File: src/rtl/dll_lock_pkg.sv
package dll_lock_pkg;
  typedef enum logic {ST_SEARCH = 1'b0, ST_SLEEP = 1'b1} loop_st_e;
endpackage

File: src/rtl/dll_sar_search.sv
module dll_sar_search #(
  parameter int CODE_W = 6,
  parameter int IDX_W  = 3
) (
  input  logic              clk,
  input  logic              rst,
  input  logic              step_en,
  input  logic              restart,
  input  logic              more,
  output logic [CODE_W-1:0] trial,
  output logic [CODE_W-1:0] trial_nxt,
  output logic              last_bit
);
  localparam logic [CODE_W-1:0] MID     = CODE_W'(1) << (CODE_W - 1);
  localparam logic [IDX_W-1:0]  TOP_IDX = IDX_W'(CODE_W - 1);

  logic [IDX_W-1:0] idx;

  // settle the bit under trial, then arm the next lower bit
  function automatic logic [CODE_W-1:0] sar_step(
    input logic [CODE_W-1:0] cur,
    input logic [IDX_W-1:0]  pos,
    input logic              keep
  );
    logic [CODE_W-1:0] r;
    r = cur;
    r[pos] = keep;
    if (pos != '0) r[pos - 1'b1] = 1'b1;
    return r;
  endfunction

  assign trial_nxt = sar_step(trial, idx, more);
  assign last_bit  = (idx == '0);

  always_ff @(posedge clk) begin
    if (rst || restart) begin
      trial <= MID;
      idx   <= TOP_IDX;
    end else if (step_en) begin
      trial <= trial_nxt;
      if (idx != '0) idx <= idx - 1'b1;
    end
  end
endmodule

File: src/rtl/dll_code_hold.sv
module dll_code_hold #(
  parameter int CODE_W = 6
) (
  input  logic              clk,
  input  logic              rst,
  input  logic              load,
  input  logic [CODE_W-1:0] load_val,
  input  logic              use_hold,
  input  logic [CODE_W-1:0] live_code,
  output logic [CODE_W-1:0] code_out
);
  localparam logic [CODE_W-1:0] MID = CODE_W'(1) << (CODE_W - 1);

  logic [CODE_W-1:0] held;

  always_ff @(posedge clk) begin
    if (rst)       held <= MID;
    else if (load) held <= load_val;
  end

  assign code_out = use_hold ? held : live_code;
endmodule

File: src/rtl/dll_loop_state.sv
module dll_loop_state
  import dll_lock_pkg::*;
#(
  parameter int WAKE_RUN = 2
) (
  input  logic clk,
  input  logic rst,
  input  logic search_done,
  input  logic ph_err,
  output logic in_sleep,
  output logic wake_ev
);
  localparam int RUN_W = (WAKE_RUN > 1) ? $clog2(WAKE_RUN) : 1;
  localparam logic [RUN_W-1:0] RUN_LAST = RUN_W'(WAKE_RUN - 1);

  loop_st_e         st;
  logic [RUN_W-1:0] err_run;

  assign in_sleep = (st == ST_SLEEP);
  assign wake_ev  = in_sleep && ph_err && (err_run == RUN_LAST);

  always_ff @(posedge clk) begin
    if (rst) begin
      st      <= ST_SEARCH;
      err_run <= '0;
    end else begin
      case (st)
        ST_SEARCH: begin
          err_run <= '0;
          if (search_done) st <= ST_SLEEP;
        end
        default: begin
          if (wake_ev) begin
            st      <= ST_SEARCH;
            err_run <= '0;
          end else if (ph_err) begin
            err_run <= err_run + 1'b1;
          end else begin
            err_run <= '0;
          end
        end
      endcase
    end
  end
endmodule

File: src/rtl/dll_sar_lock_ctl.sv
module dll_sar_lock_ctl #(
  parameter int CODE_W   = 6,
  parameter int WAKE_RUN = 2
) (
  input  logic              clk,
  input  logic              rst,
  input  logic              dly_more,
  input  logic              ph_err,
  output logic [CODE_W-1:0] dly_code,
  output logic              locked,
  output logic              asleep,
  output logic              srch_en
);
  localparam int IDX_W = (CODE_W > 1) ? $clog2(CODE_W) : 1;

  logic [CODE_W-1:0] trial;
  logic [CODE_W-1:0] trial_nxt;
  logic              last_bit;
  logic              in_sleep;
  logic              wake_ev;
  logic              done_ev;

  assign srch_en = !in_sleep;
  assign done_ev = srch_en && last_bit;
  assign locked  = in_sleep;
  assign asleep  = in_sleep;

  dll_sar_search #(.CODE_W(CODE_W), .IDX_W(IDX_W)) u_search (
    .clk       (clk),
    .rst       (rst),
    .step_en   (srch_en),
    .restart   (wake_ev),
    .more      (dly_more),
    .trial     (trial),
    .trial_nxt (trial_nxt),
    .last_bit  (last_bit)
  );

  dll_code_hold #(.CODE_W(CODE_W)) u_hold (
    .clk       (clk),
    .rst       (rst),
    .load      (done_ev),
    .load_val  (trial_nxt),
    .use_hold  (in_sleep),
    .live_code (trial),
    .code_out  (dly_code)
  );

  dll_loop_state #(.WAKE_RUN(WAKE_RUN)) u_state (
    .clk         (clk),
    .rst         (rst),
    .search_done (done_ev),
    .ph_err      (ph_err),
    .in_sleep    (in_sleep),
    .wake_ev     (wake_ev)
  );
endmodule

File: config.mk
export PLATFORM = sky130hd
export DESIGN_NAME = dll_sar_lock_ctl
export DESIGN_NICKNAME = d
export VERILOG_FILES = /design/src/rtl/dll_lock_pkg.sv /design/src/rtl/dll_sar_search.sv /design/src/rtl/dll_code_hold.sv /design/src/rtl/dll_loop_state.sv /design/src/rtl/dll_sar_lock_ctl.sv
export SDC_FILE = /design/constraint.sdc
export NUM_CORES = 1
export LEC_CHECK = 0
export BUFFER_PORTS_ARGS = -buffer_cell sky130_fd_sc_hd__buf_2
export CORE_MARGIN = 1.5
export CORE_UTILIZATION = 38
export CTS_BUF_LIST = sky130_fd_sc_hd__clkbuf_8
export DETAILED_ROUTE_END_ITERATION = 7
export PLACE_DENSITY = 0.57
export SYNTH_ARGS = -nofsm -noshare
export SYNTH_HDL_FRONTEND = slang
export SYNTH_HIERARCHICAL = 1
export SYNTH_SLANG_ARGS = --single-unit
File: constraint.sdc
create_clock -name clk -period 1.85 [get_ports clk]
set_input_delay 0.185 -clock clk [delete_from_list [all_inputs] [get_ports clk]]
set_output_delay 0.185 -clock clk [all_outputs]
set_load 0.02 [all_outputs]
==> results_dict.tcl <==
set metrics [dict create \
    portBuffers 12 \
    area_growth_pct 16.2 \
    numCtsBuffers 3 \
    hold_slack_ns 0.172 \
    status "finished clean" \
    synth-compound-area-share_pct 16.0 \
    gp_congestion 0.854 \
    drt.antenna.violating_nets 0 \
    instances_no_fill 156 \
    tns_ns 0 \
    end_kind "register" \
    fmax_mhz 590 \
    cts_resized 0 \
    synth-seq-cells 17 \
    crit_type "register to register" \
    ys_warn_count 6 \
    drive_gt1_share_pct 29.4 \
    finalWirelength_mm 2.14 \
    drc 0 \
    wire_per_inst_um 13.7 \
    placed_cells 152 \
    syn-num-nets 115 \
    drv_cap 0 \
    synthSimpleGateAreaFrac_pct 24.8 \
    dpl_cell_area_um2 1110 \
    hold_buffers 0 \
    powerDensity_nw_per_um2 1580 \
    grt_max_degree 17 \
    yosys.area.top_type "dfxtp_1" \
    antenna_found_initial 0 \
    rsz0062_at_grt "false" \
    synth-adder-area-share_pct 2.49 \
    cts_sinks 17 \
    syn_area_um2 1010 \
    worst_hold_path_type "primary input to register" \
    setup_violations 0 \
    multiInputGateArea_um2 599 \
    fin_crit_sh_pct 91.7 \
    path_max_fanout 6 \
    die_w_um 54.5 \
    cp.arrival_ns 1.84 \
    syn_area_per_cell_um2 9.23 \
    dieHeight_um 54.5 \
    worst_slew_pin_slew_ns 0.412 \
    cts.clk_slew.worst_paths_ns 0.07 \
    power_leakage_nw 0.509 \
    final_hold_viol_count 0 \
    die-area_um2 2960 \
    ios 13 \
    grt_pass1_vias 753 \
    reg2reg_slack_ns 0.15 \
    drt-pass1-iter-count 6 \
    cts_buffer_depth 2 \
    via_count 817 \
    grt_use_total_pct 16.5 \
    synth.area.top_cells "dfxtp_1 34%, mux2_4 9.0%, mux2i_1 5.0%, nor2_1 4.9%, buf_6 3.4%" \
    seq_area_um2 340 \
    rows 18 \
    place_hpwl_mm 1.58 \
    start_util_pct 40.2 \
    vdd_drop_max_v 0.000719 \
    final_common_cell "dfxtp_1" \
    cts_setup_buffers 0 \
    fill_cells 263 \
    startpoint_type "register" \
    yosys-mux-area-fraction_pct 13.9 \
    antenna_cells 0 \
    slew-limit-headroom_pct 72.2 \
    skew_ns 0.00367 \
    synth.distinct_cells 40 \
    core_area_um2 2500 \
    final_net_count 133 \
    insertion_delay_ns 0.25 \
    crit_required_ns 1.99 \
    final_area_um2 1170 \
    seq_area_frac_synth_pct 33.8 \
    cts_tree "built" \
    slew_viol_final 0 \
    synth_top_cell_area_share_pct 33.8 \
    netlist_instances 109 \
    cts-root-buf "clkbuf_8" \
    grt_overflow 0 \
    via_per_inst 5.24 \
    drt-initial-drc-count 14 \
    layout.cells.most_common_list "17 x dfxtp_1, 13 x nor2_1, 12 x buf_2" \
    grt_pass1_wl_mm 3.48 \
    min_period_ns 1.70 \
    htreeDepth 1 \
    synth_top_family_by_area "simple AND/OR/NAND/NOR gates" \
    synth_xor_area_share_pct 0.871 \
]
[worst max-delay path: stages (launching register included)]
cell and delay, ns:
dfxtp_1 0.32, inv_1 0.06, ha_2 0.19, ha_4 0.23, nor3b_1 0.16, a222oi_1 0.37
inv_1 0.07, mux2i_1 0.14, nor2_1 0.05
[where the power goes]
group          switching [mW]  total (mW)  leakage (nW)  internal (mW)
Sequential             0.0709       0.537         0.139          0.466
Combinational           0.537        1.03         0.343          0.498
Clock                   0.123       0.270        0.0269          0.147
[area by class of cell]
class	count	area share, %
Timing Repair Buffer	20	10.3
Sequential cell	17	29.1
Clock buffer	3	3.53
Tap cell	30	3.21
Clock inverter	1	0.321
Multi-Input combinational cell	78	51.3
Inverter	7	2.25
[per-stage QoR]
step	power, mW	util [%]	worst slack [ns]
3_5_place_dp	1.53	44.3	0.0450
5_1_grt	1.98	46.7	0.0239
6_report	1.84	46.7	0.154
3_3_place_gp	1.52	44.3	0.106
2_1_floorplan	1.30	-	0.00152
4_1_cts	1.81	46.1	0.0338
[kinds of logic (layout without fill, tap and decap cells)]
family,Yosys count,in the layout
fa+ha+maj,2,2
buf+inv,14,31
mux,11,11
flops,17,17
compound gates,24,24
xor+xnor,1,1
simple gates,40,40
[layer usage]
metal | vias to the layer above | wire, µm | global-route usage (%)
met2 | 5 | 1020 | 26.9
met1 | 385 | 1060 | 21.3
met5 | - | 0 | 0
met3 | 4 | 37 | 3.28
met4 | 0 | 24 | 6.25
li1 | 423 | - | -
[registers in the layout, summed over array words and instances, names as in the netlist]
name	count
u_hold/held	6
u_search/trial	6
u_search/idx	3
u_state/err_run	1
u_state/in_sleep	1
[final timing paths]
kind | start | end | cells after the start
setup / recovery | u_search/idx[0] | u_hold/held[2] | 8
setup reg to reg | u_search/idx[0] | u_hold/held[2] | 8
hold / removal | ph_err | u_state/err_run | 3
hold reg to reg | u_state/err_run | u_state/err_run | 1
[cell usage after synthesis, drive strengths merged]
cell type,count
a211o,2
a211oi,1
a21boi,1
a21oi,3
a221o,1
a222oi,1
a31oi,3
and2,1
and2b,1
and3,1
and4b,2
and4bb,2
buf,6
clkbuf,1
dfxtp,17
ha,2
inv,7
mux2,6
mux2i,5
nand2,5
nand2b,2
nand3b,1
nor2,13
nor2b,3
nor3,2
nor3b,1
nor4b,2
nor4bb,1
o211ai,1
o21a,1
o21ai,6
o31ai,4
or2,1
or3,1
or3b,1
xnor2,1
(Power assumes the default switching activity.)
